--- config.mk ---
export PLATFORM = sky130hd
export DESIGN_NAME = sram_ctrl
export DESIGN_NICKNAME = d
export VERILOG_FILES = /design/src/rtl/sram_ctrl_pkg.sv /design/src/rtl/sram_phase_timer.sv /design/src/rtl/sram_seq.sv /design/src/rtl/sram_rd_capture.sv /design/src/rtl/sram_ctrl.sv
export SDC_FILE = /design/constraint.sdc
export NUM_CORES = 1
export LEC_CHECK = 0
export BUFFER_PORTS_ARGS = -buffer_cell sky130_fd_sc_hd__buf_2
export CELL_PAD_IN_SITES_DETAIL_PLACEMENT = 2
export CELL_PAD_IN_SITES_GLOBAL_PLACEMENT = 2
export CORE_MARGIN = 5
export CORE_UTILIZATION = 23
export CTS_BUF_LIST = sky130_fd_sc_hd__clkbuf_4 sky130_fd_sc_hd__clkbuf_8 sky130_fd_sc_hd__clkbuf_16
export CTS_CLUSTER_SIZE = 24
export DETAILED_ROUTE_END_ITERATION = 7
export HOLD_SLACK_MARGIN = 0.08
export PLACE_DENSITY = 0.85
export SLEW_MARGIN = 30
export SYNTH_ARGS = -nofsm -noshare
export SYNTH_HDL_FRONTEND = slang
export SYNTH_SLANG_ARGS = --single-unit
--- constraint.sdc ---
create_clock -name clk -period 1.27 [get_ports clk]
set_input_delay 0.254 -clock clk [delete_from_list [all_inputs] [get_ports clk]]
set_output_delay 0.254 -clock clk [all_outputs]
set_load 0.05 [all_outputs]
--- src/rtl/sram_ctrl_pkg.sv ---
package sram_ctrl_pkg;

  typedef enum logic [2:0] {
    PH_IDLE   = 3'd0,
    PH_SETUP  = 3'd1,
    PH_PULSE  = 3'd2,
    PH_RECOV  = 3'd3,
    PH_ACCESS = 3'd4
  } phase_t;

  // ceiling of ns/period, never below floor_cyc
  function automatic int phase_cycles(input int ns, input int period, input int floor_cyc);
    int c;
    c = (ns + period - 1) / period;
    return (c < floor_cyc) ? floor_cyc : c;
  endfunction

  function automatic int max_of4(input int a, input int b, input int c, input int d);
    int m;
    m = a;
    if (b > m) m = b;
    if (c > m) m = c;
    if (d > m) m = d;
    return m;
  endfunction

endpackage

--- src/rtl/sram_phase_timer.sv ---
module sram_phase_timer #(
  parameter int CW = 3
) (
  input  logic          clk,
  input  logic          rst_n,
  input  logic          restart,
  output logic [CW-1:0] count
);
  always_ff @(posedge clk) begin
    if (!rst_n)       count <= '0;
    else if (restart) count <= '0;
    else              count <= count + 1'b1;
  end
endmodule

--- src/rtl/sram_seq.sv ---
module sram_seq
  import sram_ctrl_pkg::*;
#(
  parameter int ADDR_W = 11,
  parameter int DATA_W = 8,
  parameter int AS_CYC = 1,
  parameter int WP_CYC = 2,
  parameter int WR_CYC = 1,
  parameter int AA_CYC = 3,
  parameter int CW     = 3
) (
  input  logic              clk,
  input  logic              rst_n,
  input  logic              req_valid,
  input  logic              req_write,
  input  logic [ADDR_W-1:0] req_addr,
  input  logic [DATA_W-1:0] req_wdata,
  input  logic [CW-1:0]     count,
  output logic              req_ready,
  output logic              restart,
  output logic              access_done,
  output logic [ADDR_W-1:0] mem_addr,
  output logic              mem_cs_n,
  output logic              mem_we_n,
  output logic              mem_oe_n,
  output logic              mem_dq_oe,
  output logic [DATA_W-1:0] mem_dq_out
);
  phase_t            ph_q, ph_d;
  logic [CW-1:0]     ph_len;
  logic              ph_last;
  logic              accept;
  logic [ADDR_W-1:0] addr_q;
  logic [DATA_W-1:0] wdata_q;

  always_comb begin
    unique case (ph_q)
      PH_SETUP:  ph_len = CW'(AS_CYC);
      PH_PULSE:  ph_len = CW'(WP_CYC);
      PH_RECOV:  ph_len = CW'(WR_CYC);
      PH_ACCESS: ph_len = CW'(AA_CYC);
      default:   ph_len = CW'(1);
    endcase
  end

  assign ph_last = (count == ph_len - 1'b1);
  assign accept  = (ph_q == PH_IDLE) && req_valid;
  assign restart = (ph_q == PH_IDLE) || ph_last;

  always_comb begin
    ph_d = ph_q;
    unique case (ph_q)
      PH_IDLE:   if (req_valid) ph_d = req_write ? PH_SETUP : PH_ACCESS;
      PH_SETUP:  if (ph_last) ph_d = PH_PULSE;
      PH_PULSE:  if (ph_last) ph_d = PH_RECOV;
      PH_RECOV:  if (ph_last) ph_d = PH_IDLE;
      PH_ACCESS: if (ph_last) ph_d = PH_IDLE;
      default:   ph_d = PH_IDLE;
    endcase
  end

  always_ff @(posedge clk) begin
    if (!rst_n) begin
      ph_q    <= PH_IDLE;
      addr_q  <= '0;
      wdata_q <= '0;
    end else begin
      ph_q <= ph_d;
      if (accept) begin
        addr_q  <= req_addr;
        wdata_q <= req_wdata;
      end
    end
  end

  assign req_ready   = (ph_q == PH_IDLE);
  assign access_done = (ph_q == PH_ACCESS) && ph_last;
  assign mem_addr    = addr_q;
  assign mem_dq_out  = wdata_q;
  assign mem_cs_n    = !((ph_q == PH_SETUP) || (ph_q == PH_PULSE) || (ph_q == PH_ACCESS));
  assign mem_we_n    = (ph_q != PH_PULSE);
  assign mem_oe_n    = (ph_q != PH_ACCESS);
  // drive from second pulse clock, hold one clock past the rising write strobe
  assign mem_dq_oe   = ((ph_q == PH_PULSE) && (count != '0)) ||
                       ((ph_q == PH_RECOV) && (count == '0));
endmodule

--- src/rtl/sram_rd_capture.sv ---
module sram_rd_capture #(
  parameter int DATA_W = 8
) (
  input  logic              clk,
  input  logic              rst_n,
  input  logic              capture,
  input  logic [DATA_W-1:0] din,
  output logic              rvalid,
  output logic [DATA_W-1:0] rdata
);
  always_ff @(posedge clk) begin
    if (!rst_n) begin
      rvalid <= 1'b0;
      rdata  <= '0;
    end else begin
      rvalid <= capture;
      if (capture) rdata <= din;
    end
  end
endmodule

--- src/rtl/sram_ctrl.sv ---
module sram_ctrl
  import sram_ctrl_pkg::*;
#(
  parameter int ADDR_W         = 11,
  parameter int DATA_W         = 8,
  parameter int CLK_PERIOD_NS  = 10,
  parameter int ADDR_SETUP_NS  = 0,
  parameter int WRITE_PULSE_NS = 15,
  parameter int WRITE_RECOV_NS = 0,
  parameter int READ_ACCESS_NS = 25
) (
  input  logic              clk,
  input  logic              rst_n,
  input  logic              req_valid,
  input  logic              req_write,
  input  logic [ADDR_W-1:0] req_addr,
  input  logic [DATA_W-1:0] req_wdata,
  output logic              req_ready,
  output logic              rsp_valid,
  output logic [DATA_W-1:0] rsp_rdata,
  output logic [ADDR_W-1:0] mem_addr,
  output logic              mem_cs_n,
  output logic              mem_we_n,
  output logic              mem_oe_n,
  output logic [DATA_W-1:0] mem_dq_out,
  output logic              mem_dq_oe,
  input  logic [DATA_W-1:0] mem_dq_in
);
  localparam int AS_CYC = phase_cycles(ADDR_SETUP_NS,  CLK_PERIOD_NS, 1);
  localparam int WP_CYC = phase_cycles(WRITE_PULSE_NS, CLK_PERIOD_NS, 2);
  localparam int WR_CYC = phase_cycles(WRITE_RECOV_NS, CLK_PERIOD_NS, 1);
  localparam int AA_CYC = phase_cycles(READ_ACCESS_NS, CLK_PERIOD_NS, 1);
  localparam int MAX_CYC = max_of4(AS_CYC, WP_CYC, WR_CYC, AA_CYC);
  localparam int CW = $clog2(MAX_CYC + 1);

  logic          restart;
  logic          access_done;
  logic [CW-1:0] count;

  sram_phase_timer #(.CW(CW)) u_timer (
    .clk     (clk),
    .rst_n   (rst_n),
    .restart (restart),
    .count   (count)
  );

  sram_seq #(
    .ADDR_W (ADDR_W), .DATA_W (DATA_W),
    .AS_CYC (AS_CYC), .WP_CYC (WP_CYC),
    .WR_CYC (WR_CYC), .AA_CYC (AA_CYC), .CW (CW)
  ) u_seq (
    .clk         (clk),
    .rst_n       (rst_n),
    .req_valid   (req_valid),
    .req_write   (req_write),
    .req_addr    (req_addr),
    .req_wdata   (req_wdata),
    .count       (count),
    .req_ready   (req_ready),
    .restart     (restart),
    .access_done (access_done),
    .mem_addr    (mem_addr),
    .mem_cs_n    (mem_cs_n),
    .mem_we_n    (mem_we_n),
    .mem_oe_n    (mem_oe_n),
    .mem_dq_oe   (mem_dq_oe),
    .mem_dq_out  (mem_dq_out)
  );

  sram_rd_capture #(.DATA_W(DATA_W)) u_cap (
    .clk     (clk),
    .rst_n   (rst_n),
    .capture (access_done),
    .din     (mem_dq_in),
    .rvalid  (rsp_valid),
    .rdata   (rsp_rdata)
  );
endmodule

Word-level counts from Yosys, hierarchy flattened:

Cells that the tools add are included.

* output and inout bits: 33
* bits of input ports: 31
* register bits after elaboration: 33

* bitwise operators: 1
* reduce and logical (&&, ||, !) cells: 15
* eq/ne operators: 11
* multiplexer cells: 7
* $add $sub $neg: 2

Operators by type and width (count)
* 3-bit 2-to-1 mux: 5
* 3-bit one-hot mux with 4 select lines: 1
* 3-bit by 2-bit equality test with 1-bit output, second input constant: 2
* 2-bit by 1-bit inequality test with 1-bit output, second input constant: 3
* 1-bit logical AND: 4
* 1-bit logical OR: 4
* 2-bit one-hot mux with 2 select lines: 1
* 4-bit AND reduction: 1
* 2-bit OR reduction: 2
* 3-bit by 1-bit equality test with 1-bit output, second input constant: 1
* 3-bit equality test, second input constant: 1
* 3-bit logical NOT: 1
* 3-bit by 2-bit inequality test with 1-bit output, second input constant: 1
* 3-bit inequality test, second input constant: 1
* 2-bit by 1-bit adder with 2-bit output, second input constant: 1
* 2-bit equality test: 1
* 2-bit logical NOT: 1
* 2-bit inequality test, second input constant: 1
* 2-bit nonzero test: 1
* 2-bit by 1-bit subtractor with 2-bit output, second input constant: 1
* 1-bit logical NOT: 1
* 1-bit NOT: 1

Logic depth before layout (Yosys ltp):

* depth after elaboration: 6
* gate-level depth with buffers: 6
* gate-level depth less buffers: 4

Hierarchy:

A second synthesis with hierarchy kept.

* cell total of the unflattened synthesis: 151
* area total of the unflattened synthesis: 1350.0 sq um

Modules (own cells, without submodules)
* sram_seq: area each 958.4 sq um, cells each 118, instances 1
* sram_rd_capture: area each 329.1 sq um, cells each 27, instances 1
* sram_phase_timer: area each 62.6 sq um, cells each 6, instances 1

Worst setup path before layout:

No wires, ideal clock.

* path kind: register to output
* from: register u_timer.count[0]
* to: output mem_dq_oe
* required time: 1016 ps
* slack: -912 ps
* cell stages (with the launch flop): 5
* data arrival time: 1928 ps
* cells stage by stage: dfxtp_1 -> inv_1 -> ha_1 -> xor2_1 -> nor3b_1

* cells in the longest elaborated chain, start to end: 3

Ends and longest elaborated chain
* start, declared: line sram_phase_timer.sv:7 `output logic [CW-1:0] count`
* start signal, assigned: line sram_phase_timer.sv:12 `else count <= count + 1'b1;`
* 2-bit nonzero test or 2-bit logical NOT (tied branches): line sram_seq.sv:84, sram_seq.sv:85
* 1-bit logical AND, on equally long branches: line sram_seq.sv:84, sram_seq.sv:85
* 1-bit logical OR *: line sram_seq.sv:84 `assign mem_dq_oe = ((ph_q == PH_PULSE) && (count != '0)) ||`
* end, declared: line sram_ctrl.sv:26 `output logic mem_dq_oe,`

Every way passes the cells marked *; elsewhere a longest branch is shown, timed or not.

Worst setup path after layout:

* from: register u_seq.ph_q[1]
* to: output mem_cs_n

* cells in the longest elaborated chain, start to end: 4

Ends and longest elaborated chain
* start, declared: line sram_seq.sv:29 `phase_t ph_q, ph_d;`
* start signal, assigned: line sram_seq.sv:68 `ph_q <= ph_d;`
* 3-bit by 1-bit equality test with 1-bit output or 3-bit by 2-bit equality test with 1-bit output (tied branches): line sram_seq.sv:80 `assign mem_cs_n = !((ph_q == PH_SETUP) || (ph_q == PH_PULSE) || (ph_q == PH_ACCESS));`
* 1-bit logical OR: line sram_seq.sv:80
* 1-bit logical OR *: line sram_seq.sv:80
* 1-bit logical NOT *: line sram_seq.sv:80
* end, declared: line sram_ctrl.sv:22 `output logic mem_cs_n,`

Marks and branches as above.

==> out/qor.csv <==
stage;metric;value;unit
cts;root buf cell;clkbuf_8;
logic_synthesis;register area share after synthesis;46.9;%
setup_path;startpoint types;flop;
setup_path;Worst Setup SP;u_seq.ph_q[1];
sta;slew margin rel.;78.3;%
floorplanning;initial core utilization;23.7;%
sta;fmax;0.628;GHz
setup_path;Reg-to-Reg Start;u_seq.ph_q[1];
global_route;initial antenna violation count;0;
setup_path;Setup crit end kind;primary output;
logic_synthesis;area share of the largest cell type after synthesis;46.9;%
logic_synthesis;Synth cell types;31;
placement;Placed Area;1960;µm²
setup_path;Critical-path top delay cell;or3b_4;
power;Peak VDD IR;0.515;mV
logic_synthesis;synth warn;0;
setup_path;Worst setup endpoint;mem_cs_n;
floorplanning;Die Y;88.3;µm
logic_synthesis;Synth Register Bits;33;
detailed_routing;number of vias per cell;4.66;
floorplanning;die area;7790;µm²
cts;Num CTS Buffers;5;
sta;Final Hold Viols;0;
setup_path;critical path peak fanout;5;
cells_and_area;ant diodes;0;
status;outcome;finished with violations;
cts;Clock Path Buffers;2;
sta;endpoints failing setup;33;
cts;CTS tree;done;
cells_and_area;Nets;295;
setup_path;Critical Path RT;1020;ps
logic_synthesis;post-synthesis net count;196;
cts;hold-fix buffers at CTS;0;
cts;total clock sinks;33;
power;P_leak;1.16;nW
global_route;first-pass GRT wire length;9370;µm
cells_and_area;Final Instance Count excl. Fillers;339;
cts;Reg clk slew, reported paths;70;ps
setup_path;R2R Setup Slk;-250;ps
global_route;Total GRT Usage;16.0;%
detailed_routing;initial detailed-routing violation count;19;
logic_synthesis;largest area contributor in the netlist;dfxtp_1;
cells_and_area;commonest non-fill, non-tap cells in the layout;buf_2, nand2_1, dfxtp_1, buf_4, nand3_2;
sta;setup repair after global routing missed its margin;yes;
global_route;vias in the first global route;1781;
floorplanning;width of the die;88.3;µm
setup_path;stages on the worst setup path;3;
logic_synthesis;Mapped Area;1410;µm²
global_route;largest net degree at the start of global routing;23;
cts;H-Tree Depth;2;
placement;worst slack, placed;-154;ps
global_route;routing usage on met2;30.6;%
setup_path;CP delay by family, top;simple AND/OR/NAND/NOR gates;
job;# Max-Cap Violations;0;
detailed_routing;routed len/inst;17.6;µm
detailed_routing;TritonRoute pass-1 iters;4;
setup_path;worst r2r dst;u_cap.rdata[5];
sta;post-layout minimum cycle time;1590;ps
placement;DP HPWL;3470;µm
min_path;Hold Crit Start;req_wdata[1];
floorplanning;site row count;28;
sta;pins over their slew limit;0;
logic_synthesis;Mapped Cells;164;
placement;DP Cell Count;308;
sta;Final WS setup;-323;ps
sta;setup_tns;-6560;ps
setup_path;CP Buf/Inv Count;1;
setup_path;reg2reg path depth;5;
cells_and_area;Layout area overhead;86.7;%
cells_and_area;layout cells sized above 1;58.7;%
sta;final period utilization;125;%
power;total power;3.09;mW
placement;I/O Buffers;63;
cells_and_area;design area;2630;µm²
setup_path;max incr delay on CP;420;ps
min_path;worst min-delay path class;primary input to flop;
setup_path;critical path type;flop to primary output;
power;P per Cell Area;1170;nW/µm²
detailed_routing;antenna viol nets, final;0;
setup_path;crit-path cells;or3b_4 > o21a_4 > buf_6;
cells_and_area;commonest non-fill, non-tap cell in the layout;buf_2;
logic_synthesis;Syn Area/Cell;8.59;µm²
global_route;GRT overflow;0;
logic_synthesis;Synth area leaders;dfxtp_1, nand2_1, nand3_1, mux2i_1, o21ai_0;
setup_path;critical path arrival;1340;ps
detailed_routing;DRC viols;0;
sta;pin slew with the least headroom to its limit;322;ps
global_route;GR peak layer;met2;
detailed_routing;DR vias;1579;
detailed_routing;Post-Route WL;5950;µm
sta;Layout Skew;8.89;ps
floorplanning;boundary pin count;64;
global_route;GR met3 Demand/Resource;3.45;%
cts;Clk Latency, worst-skew pair;280;ps
global_route;routing usage on met1;17.9;%
placement;Placer Congestion;0.698;
status;failing checks;setup timing;
floorplanning;core area;5960;µm²
==> registers in the layout, summed over array words and instances (netlist names) <==
| register | count |
|---|---|
| u_seq.ph_q | 3 |
| u_cap.rdata | 8 |
| u_cap.rvalid | 1 |
| u_timer.count | 2 |
| u_seq.mem_dq_out | 8 |
| u_seq.mem_addr | 11 |
==> tightest hold or removal path, cell delays in order <==
cell     delay (ps)
buf_2            80
nand3_2          50
o21ai_1          60
==> metal layers <==
layer / share of wire (%) / routed length [µm]
met5: 0 / 0
met4: 1.9 / 114
met3: 4.4 / 264
met2: 54 / 3210
met1: 40 / 2360
==> timing repair <==
action | in CTS | in global routing
pin swaps | 26 | 4
buffers inserted | 13 | 4
cloned | 7 | 0
endpoints found under the setup margin | 34 | 35
gates resized for setup | 65 | 5
==> layout make-up <==
class	instances	area, µm²
timing repair buffer	106	942
inverter	3	13.8
clock inverter	2	10.0
tap	75	93.8
sequential	33	674
multi-input combinational	114	820
fill	632	3330
clock buffer	6	76.3
==> power breakdown <==
group          internal, mW  switching (mW)
Sequential             1.10          0.0376
Combinational         0.549           0.621
Clock                 0.401           0.382
Total                  2.05            1.04
==> stage by stage <==
| step | util (%) | hold WS [ps] |
|---|---|---|
| final | 44.2 | 192 |
| after global routing | 44.2 | 200 |
| after CTS | 43.6 | 186 |
| after detailed placement | 32.9 | 442 |
| after global placement | 32.9 | 433 |
| after floorplan | - | 384 |
==> synth_stat cells <==
library cell   n
nand2b_1       2
buf_4          3
a22oi_1        1
nor3b_1        2
nor2_1         4
nor2_8         1
xnor2_1        2
a311oi_1       1
nand3_1       21
dfxtp_1       33
o21a_1         1
ha_1           1
a21oi_1        1
o21ai_1       11
clkbuf_1       3
o21ai_0       11
o311ai_0       1
a31oi_1        1
clkbuf_2       1
nor4_1         1
or4b_1         1
buf_2          3
mux2i_1        8
or3b_1         1
nor4b_2        1
buf_6          4
a211oi_1       1
inv_1          3
xor2_1         1
nand2_1       36
nor3_1         3
==> cell families (layout without fill, tap and decap cells) <==
group,after synthesis,after routing,synth area share [%]
mux,8,8,5.68
fa+ha+maj,1,1,0.888
buf+inv,17,117,7.81
simple gates,73,73,25.4
flops,33,33,46.9
compound gates,29,29,11.5
xor+xnor,3,3,1.87
==> how the worst min path moves through the flow <==
stage,endpoint,slack (ps),cells after the start
after floorplan,u_seq.mem_addr[10],380,2
after global placement,u_seq.mem_addr[0],430,2
after detailed placement,u_seq.mem_dq_out[1],440,2
after CTS,u_seq.mem_dq_out[1],190,3
after global routing,u_seq.mem_addr[3],200,3
final,u_seq.mem_dq_out[1],190,3
No activity file was read; power rests on OpenSTA's default activity.
